File: config.mk
export PLATFORM = sky130hd
export DESIGN_NAME = tick_timer_bank
export DESIGN_NICKNAME = d
export VERILOG_FILES = /design/src/rtl/tmr_pkg.sv /design/src/rtl/tmr_bus_ctrl.sv /design/src/rtl/tmr_chan_dp.sv /design/src/rtl/tick_timer_bank.sv
export SDC_FILE = /design/constraint.sdc
export NUM_CORES = 1
export LEC_CHECK = 0
export BUFFER_PORTS_ARGS = -buffer_cell sky130_fd_sc_hd__buf_2
export CAP_MARGIN = 10
export CORE_MARGIN = 4
export CORE_UTILIZATION = 50
export CTS_CLUSTER_SIZE = 14
export DETAILED_ROUTE_END_ITERATION = 7
export PLACE_DENSITY = 0.67
export SYNTH_ARGS = -nofsm -noshare
export SYNTH_HDL_FRONTEND = slang
export SYNTH_SLANG_ARGS = --single-unit
File: constraint.sdc
create_clock -name clk -period 9.2 [get_ports clk]
set_clock_uncertainty 0.05 [all_clocks]
set_input_delay 2.76 -clock clk [delete_from_list [all_inputs] [get_ports clk]]
set_output_delay 2.76 -clock clk [all_outputs]
set_load 0.01 [all_outputs]
File: src/rtl/tmr_pkg.sv
package tmr_pkg;

  localparam int unsigned WIN_W = 6;

  typedef enum logic [WIN_W-1:0] {
    OFS_STAT   = 6'h00,
    OFS_MODE   = 6'h04,
    OFS_LOAD   = 6'h08,
    OFS_RUN    = 6'h10,
    OFS_RELOAD = 6'h14,
    OFS_VALUE  = 6'h18,
    OFS_CLR    = 6'h20,
    OFS_MASK   = 6'h24
  } regOfs_e;

  typedef struct packed {
    logic wrMode;
    logic wrLoad;
    logic wrRun;
    logic wrReload;
    logic wrClr;
    logic wrMask;
  } chanStb_t;

  typedef struct packed {
    logic mode;
    logic run;
    logic pend;
    logic busy;
    logic mask;
  } chanFlags_t;

endpackage

File: src/rtl/tmr_bus_ctrl.sv
module tmr_bus_ctrl
  import tmr_pkg::*;
#(
  parameter int unsigned NUM_CH = 4,
  parameter int unsigned CNT_W  = 32,
  parameter int unsigned DATA_W = 32,
  parameter int unsigned ADDR_W = 8
) (
  input  logic                          clk,
  input  logic                          rstN,
  input  logic                          pSel,
  input  logic                          pEnable,
  input  logic                          pWrite,
  input  logic [ADDR_W-1:0]             pAddr,
  input  chanFlags_t [NUM_CH-1:0]       flags,
  input  logic [NUM_CH-1:0][CNT_W-1:0]  loadVal,
  input  logic [NUM_CH-1:0][CNT_W-1:0]  countVal,
  output chanStb_t [NUM_CH-1:0]         stb,
  output logic [DATA_W-1:0]             pRdata
);

  localparam int unsigned UP_W = ADDR_W - WIN_W;
  localparam int unsigned CH_W = (NUM_CH > 1) ? $clog2(NUM_CH) : 1;

  logic [WIN_W-1:0]  ofs;
  logic [UP_W-1:0]   upper;
  logic [CH_W-1:0]   chIdx;
  logic              inRange;
  logic              wrAcc;
  logic [NUM_CH-1:0] pendVec;
  logic [NUM_CH-1:0] anyStb;

  assign ofs     = pAddr[WIN_W-1:0];
  assign upper   = pAddr[ADDR_W-1:WIN_W];
  assign chIdx   = upper[CH_W-1:0];
  assign inRange = (int'(upper) < NUM_CH);
  assign wrAcc   = pSel && pEnable && pWrite;

  for (genvar c = 0; c < NUM_CH; c++) begin : g_stb
    logic hit;
    assign hit             = wrAcc && inRange && (chIdx == CH_W'(c));
    assign stb[c].wrMode   = hit && (ofs == OFS_MODE);
    assign stb[c].wrLoad   = hit && (ofs == OFS_LOAD);
    assign stb[c].wrRun    = hit && (ofs == OFS_RUN);
    assign stb[c].wrReload = hit && (ofs == OFS_RELOAD);
    assign stb[c].wrClr    = hit && (ofs == OFS_CLR);
    assign stb[c].wrMask   = hit && (ofs == OFS_MASK);
    assign pendVec[c]      = flags[c].pend;
    assign anyStb[c]       = |stb[c];
  end

  // Read path: zero-wait, selected straight from the address
  always_comb begin
    pRdata = '0;
    if (inRange) begin
      case (ofs)
        OFS_STAT:  pRdata[NUM_CH-1:0] = pendVec;
        OFS_MODE:  pRdata[0] = flags[chIdx].mode;
        OFS_LOAD:  pRdata[CNT_W-1:0] = loadVal[chIdx];
        OFS_RUN:   pRdata[0] = flags[chIdx].run;
        OFS_VALUE: pRdata[CNT_W-1:0] = countVal[chIdx];
        OFS_CLR:   pRdata[1:0] = {flags[chIdx].busy, flags[chIdx].pend};
        OFS_MASK:  pRdata[0] = flags[chIdx].mask;
        default:   pRdata = '0;
      endcase
    end
  end

  // a bus write never touches more than one channel
  a_r1_one_channel: assert property (@(posedge clk) disable iff (!rstN)
    $onehot0(anyStb));

  // no strobe without an access-phase write
  a_r1_strobe_needs_write: assert property (@(posedge clk) disable iff (!rstN)
    (|anyStb) |-> (pSel && pEnable && pWrite));

endmodule

File: src/rtl/tmr_chan_dp.sv
module tmr_chan_dp
  import tmr_pkg::*;
#(
  parameter int unsigned CNT_W      = 32,
  parameter int unsigned DATA_W     = 32,
  parameter int unsigned CLR_CYCLES = 4
) (
  input  logic              clk,
  input  logic              rstN,
  input  logic              tickEn,
  input  chanStb_t          stb,
  input  logic [DATA_W-1:0] wdata,
  output chanFlags_t        flags,
  output logic [CNT_W-1:0]  loadVal,
  output logic [CNT_W-1:0]  countVal,
  output logic              irq
);

  localparam int unsigned CLR_W = (CLR_CYCLES > 1) ? $clog2(CLR_CYCLES) : 1;

  logic             mode;
  logic             run;
  logic             pend;
  logic             busy;
  logic             mask;
  logic [CNT_W-1:0] loadReg;
  logic [CNT_W-1:0] count;
  logic [CLR_W-1:0] clrCnt;
  logic             atZero;
  logic             expire;
  logic             clrStart;
  logic             clrDone;

  assign atZero   = (count == '0);
  assign expire   = run && !stb.wrReload && (atZero || (tickEn && count == CNT_W'(1)));
  assign clrStart = stb.wrClr && wdata[0] && !busy;
  assign clrDone  = busy && (clrCnt == '0);

  always_ff @(posedge clk) begin
    if (!rstN) begin
      mode    <= 1'b0;
      run     <= 1'b0;
      pend    <= 1'b0;
      busy    <= 1'b0;
      mask    <= 1'b1;
      loadReg <= '0;
      count   <= '0;
      clrCnt  <= '0;
    end else begin
      if (stb.wrMode) mode <= wdata[0];
      if (stb.wrLoad) loadReg <= wdata[CNT_W-1:0];
      if (stb.wrMask) mask <= wdata[0];

      // counter: restart write first, then auto-reload or decrement
      if (stb.wrReload) begin
        count <= loadReg;
      end else if (run) begin
        if (atZero) begin
          if (!mode) count <= loadReg;
        end else if (tickEn) begin
          count <= count - CNT_W'(1);
        end
      end

      // run bit: bus write wins over single-run self stop
      if (stb.wrRun) run <= wdata[0];
      else if (expire && mode) run <= 1'b0;

      // clear sequencer
      if (busy) begin
        if (clrDone) busy <= 1'b0;
        else clrCnt <= clrCnt - CLR_W'(1);
      end else if (clrStart) begin
        busy   <= 1'b1;
        clrCnt <= CLR_W'(CLR_CYCLES - 1);
      end

      // pending: a new expiry outranks a finishing clear
      if (expire) pend <= 1'b1;
      else if (clrDone) pend <= 1'b0;
    end
  end

  assign flags    = '{mode: mode, run: run, pend: pend, busy: busy, mask: mask};
  assign loadVal  = loadReg;
  assign countVal = count;
  assign irq      = pend && !mask;

  // checker-side length counter for the busy window
  logic [CLR_W:0] busyRun;
  always_ff @(posedge clk) begin
    if (!rstN) busyRun <= '0;
    else if (busy) busyRun <= busyRun + 1'b1;
    else busyRun <= '0;
  end

  a_r4_hold_idle: assert property (@(posedge clk) disable iff (!rstN)
    (!run && !stb.wrReload) |=> $stable(count));

  a_r5_restart_copies: assert property (@(posedge clk) disable iff (!rstN)
    stb.wrReload |=> (count == $past(loadReg)));

  a_r6_cont_reload: assert property (@(posedge clk) disable iff (!rstN)
    (run && !mode && atZero && !stb.wrReload) |=> (count == $past(loadReg) && pend));

  a_r7_single_stop: assert property (@(posedge clk) disable iff (!rstN)
    (run && mode && tickEn && count == CNT_W'(1) && !stb.wrReload && !stb.wrRun)
      |=> (!run && atZero && pend));

  // busy always lasts exactly CLR_CYCLES cycles
  a_r9_busy_length: assert property (@(posedge clk) disable iff (!rstN)
    $fell(busy) |-> (busyRun == (CLR_W+1)'(CLR_CYCLES)));

endmodule

File: src/rtl/tick_timer_bank.sv
module tick_timer_bank
  import tmr_pkg::*;
#(
  parameter int unsigned NUM_CH     = 4,
  parameter int unsigned CNT_W      = 32,
  parameter int unsigned DATA_W     = 32,
  parameter int unsigned ADDR_W     = 8,
  parameter int unsigned CLR_CYCLES = 4
) (
  input  logic              clk,
  input  logic              rstN,
  input  logic              pSel,
  input  logic              pEnable,
  input  logic              pWrite,
  input  logic [ADDR_W-1:0] pAddr,
  input  logic [DATA_W-1:0] pWdata,
  output logic [DATA_W-1:0] pRdata,
  input  logic [NUM_CH-1:0] tickEn,
  output logic [NUM_CH-1:0] irq
);

  chanStb_t   [NUM_CH-1:0]            stb;
  chanFlags_t [NUM_CH-1:0]            flags;
  logic       [NUM_CH-1:0][CNT_W-1:0] loadVal;
  logic       [NUM_CH-1:0][CNT_W-1:0] countVal;

  tmr_bus_ctrl #(
    .NUM_CH(NUM_CH), .CNT_W(CNT_W), .DATA_W(DATA_W), .ADDR_W(ADDR_W)
  ) u_bus (
    .clk(clk), .rstN(rstN), .pSel(pSel), .pEnable(pEnable), .pWrite(pWrite),
    .pAddr(pAddr), .flags(flags), .loadVal(loadVal), .countVal(countVal),
    .stb(stb), .pRdata(pRdata)
  );

  for (genvar c = 0; c < NUM_CH; c++) begin : g_ch
    tmr_chan_dp #(
      .CNT_W(CNT_W), .DATA_W(DATA_W), .CLR_CYCLES(CLR_CYCLES)
    ) u_ch (
      .clk(clk), .rstN(rstN), .tickEn(tickEn[c]), .stb(stb[c]), .wdata(pWdata),
      .flags(flags[c]), .loadVal(loadVal[c]), .countVal(countVal[c]), .irq(irq[c])
    );
  end

endmodule

==> results.md, run 1 <==
- Combinational Power Share: 0.038
- cts bufs inserted: 35
- buffer type at the clock tree root: sky130_fd_sc_hd__clkbuf_16
- Placed Area: 17,000 um2
- number of global-route vias before repair: 15,500
- NetSw: 0.645 mW
- Top FF cell, synth: sky130_fd_sc_hd__dfxtp_1
- mapped cell area: 16,400 um2
- post-route clock period utilization: 0.824
- number of placement rows: 66
- diode count: 0
- post-route cell area: 18,200 um2
- net count of the finished layout: 2,205
- Post-Place Setup Slack: 1630 ps
- combined global-route utilization of all metal layers: 0.339
- Routed Antenna Nets: 0
- detailed-router iteration count before antenna repair: 5
- required time at the endpoint of the critical path: 6390 ps
- Detailed Place HPWL: 45,700 um
- synthesized area divided by synthesized cell count: 7.61 um2
- shortest period the worst path allows: 7580 ps
- synthesized instance count: 2,153
- Hold Buf Count CTS: 0
- Sequential Power Share: 0.443
- Sequential Area: 5690 um2
- startpoint of the lowest-slack register-to-register path: g_ch[1].u_ch.countVal[1]
- Clock transition at path regs: 60 ps
- commonest non-fill, non-tap cell in the layout: sky130_fd_sc_hd__nand2_1
- crit path from: pAddr[7]
- initial standard-cell utilization of the core: 0.505
- number of hold violations in the final report: 0
- latest clock arrival within the worst-skew pair: 540 ps
- worst hold path class: flop to flop
- Boundary Pins: 85
- Internal Dissipation: 2.13 mW
- number of flip-flops and latches in the synthesized netlist: 284
- maximum fanout along the worst path: 48
- global-route wire length before repair: 94,800 um
- count of final max-slew check failures: 0
- fraction of final layout cells with drive strength greater than 1: 0.135
- maximum achievable frequency: 132 MHz
- largest net degree at the start of global routing: 120
- multi-input combinational cell area: 9970 um2
- CP Data Arrival Time: 4770 ps
- final count of negative-setup-slack endpoints: 0
- critical path startpoint category: primary input
- max-capacitance violation count: 0
- routability-driven placement congestion ratio: 1.02
- net switching fraction of the power: 0.232
- die footprint: 35,700 um2
- total nets after synthesis: 2,214
- CTS H-tree depth: 2
- initial antenna violation count: 2
- count of flip-flops with a built-in enable after synthesis: 0
- maximum count of clock buffers along a single path: 3
- Core Area: 32,500 um2
- Die X-Extent: 189 um
- distinct cell type count after synthesis: 83
- Layout area overhead: 11.0%
- static leakage: 6.25 nW
- FFs w/ async S/R, synth: 0
- number of port buffers: 84
- unrepaired setup endpoints after global routing: no
- Slew @ Worst Pin: 1360 ps
- worst reg2reg setup slack: 5050 ps
- result of the run: complete, no violations
- total gr overflow: 0
- sequential-to-total area share from yosys stat: 0.347
- Synth Warn #: 0
- crit path kind: primary input to primary output
- total negative setup slack: 0 ps
- total power consumption of the routed design: 2.78 mW
- post-detailed-route wirelength per cell: 24.1 um
- Peak VDD IR: 0.123 mV
- worst min-delay path startpoint: g_ch[1].u_ch.clrCnt[0]
- PD cells: 153 nW/um2
- clock share of power: 0.518
- post-CTS resize count: 0
- CTS tree: yes
- Post-CTS Setup Bufs: 0
- most frequent cells in the layout: 497 x sky130_fd_sc_hd__nand2_1, 325 x sky130_fd_sc_hd__a21oi_1, 284 x sky130_fd_sc_hd__dfxtp_1, 139 x sky130_fd_sc_hd__nor2_1, 122 x sky130_fd_sc_hd__o21ai_0
- first-iteration detailed-routing DRC count: 2,320
- critical path capture point type: primary output
- Remaining DRCs: 0
- vertical die dimension: 189 um
- Setup WS post-layout: 1620 ps
- per-cell via count in the routed design: 6.61
- headroom to the max-slew limit: 0.0864
- Fill cells: 3,019
- detailed-route wire length: 62,900 um
- total via count after detailed routing: 17,300
- clock sink total: 284
==> final timing paths <==
path,endpoint,cells past startpoint
worst max-delay path,pRdata[0],7
worst min-delay path,g_ch[1].u_ch.clrCnt[0],2
worst max register to register,g_ch[1].u_ch.countVal[12],7
worst min register to register,g_ch[1].u_ch.clrCnt[0],2
==> cell usage after synthesis, types with 9 or more instances <==
library cell,instances,area [um2]
sky130_fd_sc_hd__ha_1,12,150
sky130_fd_sc_hd__a31oi_1,14,87.6
sky130_fd_sc_hd__nor3_1,81,405
sky130_fd_sc_hd__nand2_1,497,1870
sky130_fd_sc_hd__or4_1,11,82.6
sky130_fd_sc_hd__clkbuf_1,121,454
sky130_fd_sc_hd__a211oi_1,14,105
sky130_fd_sc_hd__nand4_1,20,125
sky130_fd_sc_hd__o211ai_1,13,97.6
sky130_fd_sc_hd__and2_1,23,144
sky130_fd_sc_hd__nor4_1,29,181
sky130_fd_sc_hd__o21ai_0,122,611
sky130_fd_sc_hd__buf_2,15,75.1
sky130_fd_sc_hd__a21o_1,10,75.1
sky130_fd_sc_hd__o21a_1,9,67.6
sky130_fd_sc_hd__a21oi_1,325,1630
sky130_fd_sc_hd__or3_1,26,163
sky130_fd_sc_hd__buf_1,15,56.3
sky130_fd_sc_hd__nand3_1,59,295
sky130_fd_sc_hd__nor2b_1,10,62.6
sky130_fd_sc_hd__o31ai_1,22,165
sky130_fd_sc_hd__nor2_1,139,522
sky130_fd_sc_hd__mux4_2,69,1550
sky130_fd_sc_hd__dfxtp_1,284,5690
sky130_fd_sc_hd__inv_1,36,135
sky130_fd_sc_hd__and3_1,10,62.6
==> logic make-up after synthesis <==
kind of cell | Yosys count | share of synthesized area
compound gates | 621 | 0.224
fa+ha+maj | 12 | 0.00916
buf+inv | 196 | 0.0483
flops | 284 | 0.347
mux | 77 | 0.100
simple gates | 963 | 0.271
==> critical path, stage by stage <==
cell	delay, ps
sky130_fd_sc_hd__buf_4	380
sky130_fd_sc_hd__buf_4	610
sky130_fd_sc_hd__mux4_2	400
sky130_fd_sc_hd__nand2_1	80
sky130_fd_sc_hd__a21oi_1	60
sky130_fd_sc_hd__a221o_1	300
sky130_fd_sc_hd__buf_2	150
==> final cells by class <==
cell class | count | area share
tap | 442 | 0.0304
clock buffer | 47 | 0.0545
multi-input combinational | 1673 | 0.548
timing repair buffer | 114 | 0.0364
clock inverter | 15 | 0.0105
inverter | 36 | 0.00770
sequential | 284 | 0.312
==> metrics by stage <==
step / utilization / instances / hold slack (ps)
final: 0.561 / 2611 / 400
after global routing: 0.561 / 2611 / 437
after CTS: 0.561 / 2611 / 406
after detailed placement: 0.524 / 2549 / 398
after global placement: 0.524 / 2549 / 389
after floorplan: - / 2153 / 382
==> layer usage <==
metal	vias up	track usage	part of all wire
met4	4	0.112	0.034
met3	150	0.0811	0.14
li1	7763	-	-
met5	-	0	0.00046
met1	8251	0.491	0.40
met2	1096	0.501	0.42
==> power by group through the flow <==
| stage | logic (mW) | clock network (mW) | registers, mW |
|---|---|---|---|
| 2_1_floorplan | 0.0621 | 0 | 1.26 |
| 3_3_place_gp | 0.103 | 0 | 1.26 |
| 3_5_place_dp | 0.103 | 0 | 1.26 |
| 4_1_cts | 0.103 | 1.44 | 1.23 |
| 5_1_grt | 0.112 | 1.49 | 1.23 |
| 6_report | 0.106 | 1.44 | 1.23 |
==> registers in the layout (all words and copies together), names as in the netlist <==
name / cells
g_ch.u_ch.pend: 4
g_ch.u_ch.mode: 4
g_ch.u_ch.clrCnt: 8
g_ch.u_ch.mask: 4
g_ch.u_ch.busy: 4
g_ch.u_ch.loadVal: 128
g_ch.u_ch.countVal: 128
g_ch.u_ch.run: 4
Power figures use the tool's default switching activity.
==> inputs of run 2 (changes only) <==
Clock period 9.2 ns to 7.4 ns, I/O delays scaled along.
==> run 2 against run 1 <==
Effect of this change: the run now ends with design-rule violations left; critical path type unchanged; largest power group unchanged; clock power grew 12%; flip-flop and latch count is the same; setup slack lost 750 ps.
==> results.md, run 2 (synthesis gave the netlist of run 1 again) <==
- crit path kind: primary input to primary output
- diode count: 0, unchanged
- Inst Count DP: 2,552, +0.12%
- final count of negative-setup-slack endpoints: 0, unchanged
- net count of the finished layout: 2,207, +0.091%
- number of global-route vias before repair: 15,600, +0.46%
- maximum achievable frequency: 153 MHz
- latest clock arrival within the worst-skew pair: 530 ps, about the same
- number of cell instances on the worst register-to-register path: 10, +3
- CTS tree: yes
- combined global-route utilization of all metal layers: 0.343, +0.00370
- Hold Buf Count CTS: 0, unchanged
- CTS H-tree depth: 2, unchanged
- Slew @ Worst Pin: 1380 ps, +20.0 ps
- clock sink total: 284, unchanged
- crit path from: pAddr[7]
- total negative setup slack: 0 ps, unchanged
- maximum count of clock buffers along a single path: 3, unchanged
- Layout area overhead: 10.2%
- per-cell via count in the routed design: 6.65, +0.61%
- worst min-delay path startpoint: g_ch[0].u_ch.clrCnt[0]
- CP Data Arrival Time: 4260 ps, -510 ps
- fraction of final layout cells with drive strength greater than 1: 0.133, -0.00206
- Detailed Place HPWL: 45,800 um, +0.35%
- largest net degree at the start of global routing: 123, +2.5%
- critical path startpoint category: primary input
- maximum fanout along the worst path: 39, -19%
- Sequential Area: 5690 um2, unchanged
- static leakage: 6.18 nW, -1.1%
- number of hold violations in the final report: 0, unchanged
- cts bufs inserted: 34, -2.9%
- Routed Antenna Nets: 0, unchanged
- commonest non-fill, non-tap cell in the layout: sky130_fd_sc_hd__nand2_1
- Die X-Extent: 189 um, unchanged
- required time at the endpoint of the critical path: 5130 ps, -1260 ps
- routability-driven placement congestion ratio: 1.01, -0.98%
- detailed-router iteration count before antenna repair: 8, +3
- shortest period the worst path allows: 6530 ps
- Clock transition at path regs: 50 ps, about the same
- number of standard cells in the layout, taps in and fillers out: 2,607, -0.15%
- global-route wire length before repair: 95,300 um, +0.51%
- PD cells: 181 nW/um2, +19%
- first-iteration detailed-routing DRC count: 2,342, +0.95%
- worst hold path class: flop to flop
- Fill cells: 3,073, +1.8%
- max-capacitance violation count: 0, unchanged
- critical path capture point type: primary output
- multi-input combinational cell area: 9970 um2, unchanged
- worst flop-to-flop path endpoint: g_ch[3].u_ch.countVal[10]
- count of final max-slew check failures: 0, unchanged
- headroom to the max-slew limit: 0.0730, -0.0134
- post-CTS resize count: 0, unchanged
- most frequent cells in the layout: 497 x sky130_fd_sc_hd__nand2_1, 325 x sky130_fd_sc_hd__a21oi_1, 284 x sky130_fd_sc_hd__dfxtp_1, 139 x sky130_fd_sc_hd__nor2_1, 122 x sky130_fd_sc_hd__o21ai_0
- number of port buffers: 84, unchanged
- result of the run: complete, but fails checks
- Boundary Pins: 85, unchanged
- post-route clock period utilization: 0.882
- initial standard-cell utilization of the core: 0.505, unchanged
- Critical Path End: pRdata[16]
- Remaining DRCs: 1, +1
- detailed-route wire length: 63,800 um, +1.4%
- total gr overflow: 0, unchanged
- total via count after detailed routing: 17,300, +0.45%
- unrepaired setup endpoints after global routing: no
- initial antenna violation count: 1, -1
- Peak VDD IR: 0.106 mV, -14%
- buffer type at the clock tree root: sky130_fd_sc_hd__clkbuf_16
- vertical die dimension: 189 um, unchanged
- violations in the final reports: design-rule violations
- Core Area: 32,500 um2, unchanged
- Post-CTS Setup Bufs: 0, unchanged
- startpoint of the lowest-slack register-to-register path: g_ch[3].u_ch.countVal[0]
- number of placement rows: 66, unchanged
- post-detailed-route wirelength per cell: 24.5 um, +1.5%
- worst reg2reg setup slack: 3420 ps, -1630 ps
- die footprint: 35,700 um2, unchanged
[run 2: cell types whose count changed in the layout (fill, tap and decap cells not counted), sizes merged]
cell      change
buf           +3
bufinv        -3
clkbuf        -4
clkinv        -2
clkinvlp      +2
[run 2: layout make-up]
type / count / area share
clock buffers: 43 / 0.0506
clock inverters: 12 / 0.00623
inverters: 36 / 0.00776
multi-input cells: 1673 / 0.552
flip-flops and latches: 284 / 0.315
well taps: 442 / 0.0306
repair buffers: 117 / 0.0380
[run 2: metrics by stage]
stage	instance area [um2]	worst slack [ps]	hold WS [ps]	total power, mW	utilization
after floorplan	16400	892	382	1.64	-
after CTS	18100	866	408	3.27	0.557
after detailed placement	17000	868	400	1.69	0.525
final	18100	872	400	3.27	0.557
after global placement	17000	913	388	1.69	0.525
after global routing	18100	738	429	3.35	0.557
[run 2: routing by layer]
metal	track usage	part of all wire	vias to the layer above
met2	0.508	0.42	1235
li1	-	-	7742
met3	0.0972	0.14	174
met5	0	0.00011	-
met4	0.107	0.036	2
met1	0.487	0.40	8189
[run 2: worst min path at each step]
stage / end / slack (ps) / depth (start not counted)
floorplan: g_ch[0].u_ch.clrCnt[0] / 380 / 2
global placement: g_ch[1].u_ch.clrCnt[0] / 390 / 2
detailed placement: g_ch[0].u_ch.clrCnt[0] / 400 / 2
CTS: g_ch[0].u_ch.clrCnt[0] / 410 / 2
global route: g_ch[0].u_ch.clrCnt[0] / 430 / 2
finish: g_ch[0].u_ch.clrCnt[0] / 400 / 2
[run 2: report_power, final]
group | internal (mW) | switching, mW
clock | 0.913 | 0.698
sequential | 1.53 | 0.000826
combinational | 0.0363 | 0.0949
total | 2.48 | 0.794
[run 2: critical path: stages]
cell and delay [ps]:
sky130_fd_sc_hd__buf_4 450, sky130_fd_sc_hd__buf_4 560, sky130_fd_sc_hd__mux4_2 580, sky130_fd_sc_hd__nand2_1 80, sky130_fd_sc_hd__a21oi_1 140, sky130_fd_sc_hd__buf_2 170
